===== src/rtl/clip_pkg.sv =====
package clip_pkg;

    typedef enum logic [0:0] {
        ST_IDLE = 1'b0,
        ST_HOLD = 1'b1
    } clip_state_e;

endpackage


===== src/rtl/clip_mag_cmp.sv =====
module clip_mag_cmp #(
    parameter int SMP_W      = 20,
    parameter int THRESH_MAG = 458600
) (
    input  logic [SMP_W-1:0] smp,
    output logic             over
);
    localparam int EXT_W = SMP_W + 1;

    logic [EXT_W-1:0] ext;
    logic [EXT_W-1:0] mag;

    always_comb begin
        // one extra bit keeps the negated most-negative code positive
        ext  = {smp[SMP_W-1], smp};
        mag  = smp[SMP_W-1] ? (~ext + 1'b1) : ext;
        over = (mag > EXT_W'(THRESH_MAG));
    end
endmodule


===== src/rtl/clip_hold_fsm.sv =====
module clip_hold_fsm
    import clip_pkg::*;
#(
    parameter int HOLD_FRAMES = 512,
    parameter int CNT_W       = $clog2(HOLD_FRAMES + 1)
) (
    input  logic             clk,
    input  logic             rst_n,
    input  logic             fs_stb,
    input  logic             trip,
    output logic             flag,
    output logic [CNT_W-1:0] hold_cnt
);
    clip_state_e      state, state_nx;
    logic [CNT_W-1:0] cnt_nx;

    always_comb begin
        state_nx = state;
        cnt_nx   = hold_cnt;
        unique case (state)
            ST_IDLE: begin
                if (fs_stb && trip) begin          // TRIP
                    state_nx = ST_HOLD;
                    cnt_nx   = CNT_W'(HOLD_FRAMES);
                end
            end
            ST_HOLD: begin
                if (fs_stb) begin
                    if (trip) begin                // RETRIG
                        cnt_nx = CNT_W'(HOLD_FRAMES);
                    end else if (hold_cnt == CNT_W'(1)) begin  // EXPIRE
                        state_nx = ST_IDLE;
                        cnt_nx   = '0;
                    end else begin                 // COUNT
                        cnt_nx = hold_cnt - 1'b1;
                    end
                end
            end
            default: begin
                state_nx = ST_IDLE;
                cnt_nx   = '0;
            end
        endcase
    end

    always_ff @(posedge clk) begin
        if (!rst_n) begin
            state    <= ST_IDLE;
            hold_cnt <= '0;
        end else begin
            state    <= state_nx;
            hold_cnt <= cnt_nx;
        end
    end

    always_comb begin
        flag = (state == ST_HOLD);
    end
endmodule


===== src/rtl/clip_hold_flag.sv =====
module clip_hold_flag #(
    parameter int SMP_W       = 20,
    parameter int HOLD_FRAMES = 512,
    parameter int THRESH_MAG  = 458600
) (
    input  logic             clk,
    input  logic             rst_n,
    input  logic             fs_stb,
    input  logic [SMP_W-1:0] left_smp,
    input  logic [SMP_W-1:0] right_smp,
    output logic             ovl_flag
);
    localparam int N_CH  = 2;
    localparam int CNT_W = $clog2(HOLD_FRAMES + 1);

    logic [SMP_W-1:0] chan [N_CH];
    logic [N_CH-1:0]  chan_over;
    logic             trip;
    logic [CNT_W-1:0] hold_cnt;

    assign chan[0] = left_smp;
    assign chan[1] = right_smp;

    for (genvar c = 0; c < N_CH; c++) begin : g_ch
        clip_mag_cmp #(
            .SMP_W      (SMP_W),
            .THRESH_MAG (THRESH_MAG)
        ) u_cmp (
            .smp  (chan[c]),
            .over (chan_over[c])
        );
    end

    assign trip = |chan_over;

    clip_hold_fsm #(
        .HOLD_FRAMES (HOLD_FRAMES),
        .CNT_W       (CNT_W)
    ) u_fsm (
        .clk      (clk),
        .rst_n    (rst_n),
        .fs_stb   (fs_stb),
        .trip     (trip),
        .flag     (ovl_flag),
        .hold_cnt (hold_cnt)
    );
endmodule


===== config.mk =====
export PLATFORM = sky130hd
export DESIGN_NAME = clip_hold_flag
export DESIGN_NICKNAME = d
export VERILOG_FILES = /design/src/rtl/clip_pkg.sv /design/src/rtl/clip_mag_cmp.sv /design/src/rtl/clip_hold_fsm.sv /design/src/rtl/clip_hold_flag.sv
export SDC_FILE = /design/constraint.sdc
export NUM_CORES = 1
export LEC_CHECK = 0
export ABC_AREA = 1
export BUFFER_PORTS_ARGS = -buffer_cell sky130_fd_sc_hd__buf_2
export CAP_MARGIN = 40
export CORE_MARGIN = 4
export CORE_UTILIZATION = 40
export CTS_CLUSTER_DIAMETER = 150
export DETAILED_ROUTE_END_ITERATION = 12
export HOLD_SLACK_MARGIN = 0.03
export SLEW_MARGIN = 20
export SYNTH_ARGS = -nofsm -noshare
export SYNTH_HDL_FRONTEND = slang
export SYNTH_HIERARCHICAL = 1
export SYNTH_SLANG_ARGS = --single-unit

===== constraint.sdc =====
create_clock -name clk -period 2.9 [get_ports clk]
set_clock_uncertainty 0.2 [all_clocks]
set_input_delay 0.87 -clock clk [delete_from_list [all_inputs] [get_ports clk]]
set_output_delay 0.87 -clock clk [all_outputs]
set_load 0.02 [all_outputs]

# Yosys cells after proc, flatten, opt, wreduce, memory -nomap -nowiden
# Cells that the tools add are included.
[word_totals]
wordCells = 28
output_inout_bits = 1
regBits = 11
[op_classes]
n_lt_le_gt_ge = 2
eq_ne = 3
reduce_logical = 3
muxes = 12
addsub = 3
bitwise_logic = 3
[ops]
columns = ["cell", "count"]
rows = [
  ["adder 21 x 1 -> 21 bit (second input constant)", 2],
  ["greater-than comparator 21 x 19 -> 1 bit (second input constant)", 2],
  ["two-way mux 21 bit", 2],
  ["NOT 21 bit", 2],
  ["two-way mux 10 bit", 4],
  ["one-hot mux 10 bit (2 select lines)", 1],
  ["== test 10 x 1 -> 1 bit (second input constant)", 1],
  ["subtractor 10 x 1 -> 10 bit (second input constant)", 1],
  ["two-way mux 1 bit", 4],
  ["inequality test 2 x 1 -> 1 bit (second input constant)", 1],
  ["inequality test 2 bit (second input constant)", 1],
  ["one-hot mux 1 bit (2 select lines)", 1],
  ["AND reduction 2 bit", 1],
  ["OR reduction 2 bit", 1],
  ["logical AND 1 bit", 1],
  ["NOT 1 bit", 1],
]

# Logic depth before layout (Yosys ltp)
# Gate-level depths: netlist of run 1.
[logic_depth]
depth_word = 8
depth_mapped = 20

# Hierarchy
# Netlist of run 1, hierarchy kept.
[modules_own_cells]
columns = ["module", "cells_each", "n_inst", "seq_area_each_um2", "area_each_um2"]
rows = [
  ["clip_mag_cmp at g_ch[1].u_cmp", 166, 1, 0.0, 777.0],
  ["clip_mag_cmp at g_ch[0].u_cmp", 151, 1, 0.0, 711.9],
  ["clip_hold_fsm", 97, 1, 220.2, 628.1],
  ["clip_hold_flag", 3, 1, 0.0, 11.3],
]

# Worst setup path after synthesis of run 1
# No wires, ideal clock.
[synth_timing]
kind = "input port to flip-flop"
start = "in left_smp[0]"
end = "reg u_fsm.hold_cnt[5]"
t_arrival_ns = 2.692
n_path_buf = 0
path_stages = 19
path_slack_ns = -0.061
setup_ns = 0.070
t_required_ns = 2.630
path_cell_list = "inv_1 -> ha_1 -> nand2_2 -> nor2_4 -> nor2_1 -> nand2_1 -> nand2_1 -> nor2_2 -> nand2_1 -> nor3_1 -> nand2_1 -> nor2_1 -> nor2_1 -> inv_1 -> nand2_1 -> or2_4 -> nor2_8 -> nand3_1 -> a21oi_1"
[synth_via]
elab_chain_len = 8
word_cells_on_any_way = 11
[synth_lines]
columns = ["item", "line_no", "text"]
rows = [
  ["from (decl)", "clip_hold_flag.sv:9", "input logic [SMP_W-1:0] left_smp,"],
  ["NOT 21 bit", "clip_mag_cmp.sv:16", "mag = smp[SMP_W-1] ? (~ext + 1'b1) : ext;"],
  ["adder 21 x 1 -> 21 bit", "clip_mag_cmp.sv:16", ""],
  ["two-way mux 21 bit *", "clip_mag_cmp.sv:16", ""],
  ["greater-than comparator 21 x 19 -> 1 bit *", "clip_mag_cmp.sv:17", "over = (mag > EXT_W'(THRESH_MAG));"],
  ["net chan_over[0]", "clip_hold_flag.sv:17", "logic [N_CH-1:0] chan_over;"],
  ["OR reduction 2 bit *", "clip_hold_flag.sv:34", "assign trip = |chan_over;"],
  ["net trip", "clip_hold_flag.sv:18", "logic trip;"],
  ["two-way mux 10 bit / logical AND 1 bit (equally long branches)", "clip_hold_fsm.sv:29, clip_hold_fsm.sv:22", ""],
  ["two-way mux 10 bit / inequality test 2 x 1 -> 1 bit (equally long branches)", "--", ""],
  ["one-hot mux 10 bit (2 select lines) / AND reduction 2 bit (equally long branches)", "--", ""],
  ["to (signal assigned)", "clip_hold_fsm.sv:52", "hold_cnt <= cnt_nx;"],
  ["to (decl)", "clip_hold_fsm.sv:12", "output logic [CNT_W-1:0] hold_cnt"],
]
# The timed path passes the listed nets; every way through them passes the cells marked *. The select of a mux whose other input is x is not followed.
# A chain may end at the register's enable or synchronous reset.

# Worst setup path in the final report of run 1
[layout_timing]
start = "in right_smp[2]"
end = "reg u_fsm.hold_cnt[5]"
[layout_via]
elab_chain_len = 8
word_cells_on_any_way = 11
[layout_lines]
columns = ["item", "line_no", "text"]
rows = [
  ["from (decl)", "clip_hold_flag.sv:10", "input logic [SMP_W-1:0] right_smp,"],
  ["NOT 21 bit", "clip_mag_cmp.sv:16", ""],
  ["adder 21 x 1 -> 21 bit", "clip_mag_cmp.sv:16", ""],
  ["two-way mux 21 bit *", "clip_mag_cmp.sv:16", ""],
  ["greater-than comparator 21 x 19 -> 1 bit *", "clip_mag_cmp.sv:17", ""],
  ["net chan_over[1]", "clip_hold_flag.sv:17", ""],
  ["OR reduction 2 bit *", "clip_hold_flag.sv:34", ""],
  ["net trip", "clip_hold_flag.sv:18", ""],
  ["two-way mux 10 bit / logical AND 1 bit (equally long branches)", "clip_hold_fsm.sv:29, clip_hold_fsm.sv:22", ""],
  ["two-way mux 10 bit / inequality test 2 x 1 -> 1 bit (equally long branches)", "--", ""],
  ["one-hot mux 10 bit (2 select lines) / AND reduction 2 bit (equally long branches)", "--", ""],
]
# Marks and branches as above.

==> results of run 1 <==
==> synth_stat cells <==
master | number | area (µm²)
nand2_1 | 144 | 540.5
nor2_1 | 54 | 202.7
inv_1 | 53 | 198.9
nand3_1 | 44 | 220.2
nand2_2 | 16 | 100.1
o21ai_0 | 14 | 70.07
a21oi_1 | 13 | 65.06
dfxtp_1 | 11 | 220.2
nor2_2 | 11 | 68.82
xor2_1 | 8 | 70.07
nand3b_1 | 7 | 52.55
inv_2 | 6 | 22.52
nand4_1 | 5 | 31.28
o21ai_1 | 5 | 25.02
ha_1 | 4 | 50.05
nor2_4 | 4 | 45.04
buf_2 | 3 | 15.01
o21ai_2 | 3 | 26.28
buf_4 | 2 | 15.01
nor3_1 | 2 | 10.01
a21oi_2 | 1 | 8.760
and2_4 | 1 | 8.760
clkbuf_2 | 1 | 5.000
nand2_4 | 1 | 11.26
nand3_2 | 1 | 10.01
nor2_8 | 1 | 20.02
or2_0 | 1 | 6.260
or2_4 | 1 | 8.760
==> registers in the layout (all words and copies together) (netlist names) <==
signal and count:
u_fsm/hold_cnt 10, u_fsm/flag 1
==> power by group <==
part / total, mW / switching (mW) / leakage (nW) / internal [mW]
combinational: 0.374 / 0.210 / 1.49 / 0.163
sequential: 0.166 / 0.00723 / 0.0892 / 0.159
clock: 0.154 / 0.0575 / 0.0228 / 0.0965
total: 0.694 / 0.275 / 1.60 / 0.419
==> cell type report <==
type                    count  share of cell area, %
well taps                  70                  2.840
repair buffers             91                  20.97
multi-input cells         342                  59.92
inverters                  59                  7.667
clock buffers               4                  1.460
flip-flops and latches     11                  7.140
==> what timing repair did <==
item,4_1_cts,5_1_grt
pin swaps,21,36
gates cloned,1,0
setup endpoints to repair,9,10
gates resized for setup,22,49
setup buffers,4,2
==> critical path, stage by stage <==
cell	delay, ns
buf_2	0.13
nor2_2	0.15
nand2_4	0.08
nor2_4	0.16
nand2_2	0.07
nand2_2	0.07
nand2_1	0.05
nand2_1	0.07
nand2_2	0.06
a21oi_1	0.11
nand3_1	0.10
nor2_2	0.12
a21oi_2	0.04
inv_1	0.06
nand2_2	0.06
or2_4	0.27
nor2_8	0.14
nand3_2	0.09
a21oi_2	0.12
==> metal layers <==
layer / share of wire [%] / global-route usage [%]
met5: 0 / 0
met4: 0.51 / 3.041
met3: 2.9 / 2.217
met2: 53 / 34.07
met1: 44 / 21.01
==> metrics by stage <==
stage	std cells	cell area [µm²]	setup WS, ns	setup TNS [ns]
floorplan	417	2135	-0.001505	-0.001505
global placement	566	2743	-0.2716	-2.330
detailed placement	566	2743	-0.3931	-3.242
CTS	575	2905	-0.04813	-0.1378
global route	577	3084	-0.1449	-0.8280
finish	577	3084	0.02669	0
==> how the worst max path moves through the flow <==
stage,endpoint,slack (ns),cells after the start,start
after global routing,u_fsm/hold_cnt[5],-0.14,18,left_smp[0]
final,u_fsm/hold_cnt[5],0.03,19,right_smp[2]
after CTS,u_fsm/hold_cnt[4],-0.05,20,left_smp[0]
after detailed placement,u_fsm/hold_cnt[4],-0.39,20,left_smp[0]
after global placement,u_fsm/hold_cnt[5],-0.27,20,left_smp[0]
after floorplan,u_fsm/hold_cnt[5],-0.002,19,left_smp[0]
==> logic make-up after synthesis <==
family | count (synthesis) | synth area share, %
fa+ha+maj | 4 | 2.352
simple gates | 293 | 62.79
flops | 11 | 10.35
buf+inv | 65 | 12.05
xor+xnor | 8 | 3.292
compound gates | 36 | 9.171
==> reports/qor.yml, run 1 <==
wl_per_cell_um: 9.815
min_delay_path_depth: 2
endpoint_kind: "register"
clk_pin_slew_worst_paths_ns: 0.05
yosysSeqAreaShare_pct: 10.35
required_ns: 2.87
p_total_mw: 0.6940
timing.rr.end: "u_fsm/hold_cnt[6]"
die_h_um: 80.95
ys_warn_count: 6
hpwl_mm: 4.488
ant_nets: 0
place_congestion: 0.8239
antenna_cells: 0
core_mm2: 0.005140
synth_area_mm2: 0.002128
antenna_found_initial: 0
setup_violations: 0
drt_iter0_markers: 86
p_leak_nw: 1.598
grt_overflow: 0
final_nets: 555
dieArea_mm2: 0.006552
portBuffers: 43
gr-usage-all-layers_pct: 17.74
ir_worst_vdd_mv: 0.1225
layout-drive-gt1-share_pct: 36.09
drv_cap: 0
ff2ff_path_depth: 6
crit_fanout: 5
regArea_um2: 220.2
postSynthAreaPerCell_um2: 5.104
area_delta_synth_final_pct: 44.91
period_share_pct: 99.08
initial_core_util_pct: 41.41
r2r_setup_slack_ns: 1.30
ys_ff_latch: 11
root_buffer: "clkbuf_8"
nFillCells: 534
hold_violations: 0
clk-insertion-delay-late_ns: 0.24
hold_path.class: "register to register"
routed-via-count: 2695
synthDistinctLibCells: 28
post-route-util_pct: 60.00
routed_wl_mm: 5.663
timing.slew.headroom_pct: 72.78
cts-buffers-inserted: 3
multi_input_area_mm2: 0.001848
cts_sinks: 11
via_per_inst: 4.671
min_period_ns: 2.873
syn_nets: 464
arrival_ns: 2.85
crit_type: "input pin to register"
io_pins: 44
final_common_cell: "nand2_1"
clockBufferDepth: 2
powerDensity_mw_per_mm2: 225.0
critPathLaunchType: "input pin"
syn_inst: 417
hold_buffers: 0
grt_max_degree: 20
firstDrtPassIters: 4
htreeDepth: 1
holdPathEnd: "u_fsm/hold_cnt[6]"
status: "complete, no violations"
layout_common_cells: "135 x nand2_1, 49 x inv_1, 44 x buf_4"
grt_pass1_wl_mm: 9.666
cts_tree: "yes"
slew_violations: 0
r2r_start: "u_fsm/hold_cnt[6]"
fmax_mhz: 348.0
rsz0062_at_grt: "true"
die_width_um: 80.95
tightestPinTransition_ns: 0.4079
route.detailed.drc: 0
rows: 26
grt_pass1_vias: 2495
timing.hold.ws_ns: 0.2885
min_from: "u_fsm/hold_cnt[6]"
Note: power is estimated with default switching activity, not from simulation.
==> run 2: changes to the inputs <==
--- a/config.mk
+++ b/config.mk
@@ -6,9 +6,9 @@
 export NUM_CORES = 1
 export LEC_CHECK = 0
 export ABC_AREA = 1
-export BUFFER_PORTS_ARGS = -buffer_cell sky130_fd_sc_hd__buf_2
+export BUFFER_PORTS_ARGS = -buffer_cell sky130_fd_sc_hd__buf_4
 export CAP_MARGIN = 40
-export CORE_MARGIN = 4
+export CORE_MARGIN = 2
 export CORE_UTILIZATION = 40
 export CTS_CLUSTER_DIAMETER = 150
 export DETAILED_ROUTE_END_ITERATION = 12
==> run 2 against run 1 <==
Net effect: global-route usage increased by 2.2 points; total power rose by 1.3%; routed wire length increased by 0.39%; final area grew 1.1%; sequential power barely moved; first-iteration DRC count fell by 26%; die area fell by 9.6%; hold slack lost 0.019 ns; via count up 0.85%; clock power barely moved; count of clock-buffer cells in the layout did not move.
==> reports/qor.yml, run 2 (synthesized netlist as in run 1, its figures left out) <==
route.detailed.drc: 0
status: "complete, no violations"
place_congestion: 0.8208
core_mm2: 0.005107
grt_max_degree: 19
ir_worst_vdd_mv: 0.1877
antenna_cells: 0
ant_nets: 0
regMostFlops: "u_fsm/hold_cnt"
tightestPinTransition_ns: 0.3892
fmax_mhz: 355.5
timing.hold.ws_ns: 0.2695
clk-insertion-delay-late_ns: 0.24
period_share_pct: 96.99
rsz0062_at_grt: "true"
crit_fanout: 4
crit_type: "input pin to register"
drv_cap: 0
wl_per_cell_um: 9.939
layout_common_cells: "136 x nand2_1, 77 x buf_4, 49 x inv_1"
routed_wl_mm: 5.685
die_h_um: 76.95
htreeDepth: 1
p_clk_share_pct: 22.3
cts-buffers-inserted: 3
largest_register_ffs: 10
hold_violations: 0
setup_violations: 0
pwr-share-seq_pct: 23.7
comb_power_share_pct: 54.0
antenna_found_initial: 0
dp_slack_ns: -0.3281
gr-usage-all-layers_pct: 19.96
p_sw_share_pct: 39.13
slew_violations: 0
clockBufferDepth: 2
r2r_setup_slack_ns: 1.30
required_ns: 2.87
grt_pass1_wl_mm: 10.32
rows: 26
die_width_um: 76.95
intPower_mw: 0.4278
endpoint_kind: "register"
grt_overflow: 0
clk_pin_slew_worst_paths_ns: 0.05
layout-drive-gt1-share_pct: 34.06
firstDrtPassIters: 4
arrival_ns: 2.78
cts_sinks: 11
hold_buffers: 0
nFillCells: 550
hpwl_mm: 4.608
via_per_inst: 4.752
final_nets: 550
critPathLaunchType: "input pin"
drt_iter0_markers: 64
cts_tree: "yes"
multi_input_area_mm2: 0.001836
grt_pass1_vias: 2599
dieArea_mm2: 0.005921
initial_core_util_pct: 41.67
setup_slack_ns: 0.08724
power.switching_mw: 0.2750
io_pins: 44
root_buffer: "clkbuf_8"
min_period_ns: 2.813
final_common_cell: "nand2_1"
hold_path.class: "register to register"
portBuffers: 43
area_delta_synth_final_pct: 46.44
regArea_um2: 220.2
timing.slew.headroom_pct: 74.02
routed-via-count: 2718
powerDensity_mw_per_mm2: 225.5
p_leak_nw: 1.599
==> run 2: cell types whose count changed in the layout (fill, tap and decap cells not counted), sizes merged <==
cell,before,now
buf,91,86
==> run 2: per-stage QoR <==
step | area [µm²] | setup TNS [ns] | instances | utilization, % | total power, mW
finish | 3117 | 0 | 572 | 61.02 | 0.7028
global route | 3117 | -0.9049 | 572 | 61.02 | 0.7678
CTS | 2984 | 0 | 571 | 58.43 | 0.6864
floorplan | 2135 | -0.001505 | 417 | - | 0.3686
detailed placement | 2800 | -2.909 | 561 | 54.83 | 0.5086
global placement | 2800 | -2.513 | 561 | 54.83 | 0.5041
==> run 2: critical path: stages <==
cell	delay (ns)
buf_6	0.09
inv_4	0.07
ha_4	0.14
buf_4	0.10
xor2_1	0.14
nand3_1	0.09
o21ai_0	0.10
nand2_1	0.10
nor3_2	0.15
nand2_1	0.07
nor2_1	0.10
nor2_1	0.04
inv_1	0.06
nand2_2	0.05
or2_4	0.26
nor2_4	0.14
nand2_1	0.07
a21oi_1	0.13
==> run 2: layout make-up <==
cell class | count | share of cell area [%]
multi-input combinational | 342 | 58.89
timing repair buffer | 86 | 22.36
inverter | 59 | 7.427
sequential | 11 | 7.065
tap | 70 | 2.810
clock buffer | 4 | 1.445
==> run 2: power groups by stage <==
stage	Sequential, mW	Clock, mW	Combinational (mW)
6_report	0.167	0.157	0.380
3_5_place_dp	0.169	0	0.339
3_3_place_gp	0.169	0	0.335
5_1_grt	0.168	0.170	0.430
4_1_cts	0.166	0.161	0.359
2_1_floorplan	0.169	0	0.200
==> run 2: final timing paths <==
check / startpoint / to / depth (start not counted)
worst min register to register: u_fsm/hold_cnt[6] / u_fsm/hold_cnt[6] / 2
worst max-delay path: left_smp[0] / u_fsm/hold_cnt[3] / 18
worst min-delay path: u_fsm/hold_cnt[6] / u_fsm/hold_cnt[6] / 2
worst max register to register: u_fsm/hold_cnt[5] / u_fsm/hold_cnt[4] / 6
==> run 2: routing by layer <==
metal / track usage, % / routed length, µm / vias up
met5: 0 / 0 / -
met4: 2.545 / 33 / 0
met3: 1.882 / 126 / 4
met2: 37.89 / 2884 / 37
met1: 24.72 / 2642 / 1202
li1: - / - / 1475
==> run 2: repair_timing <==
item	in CTS	in global routing
gates cloned	1	0
setup endpoints to repair	9	11
gates resized for setup	24	35
setup buffers	5	1
pin swaps	18	36
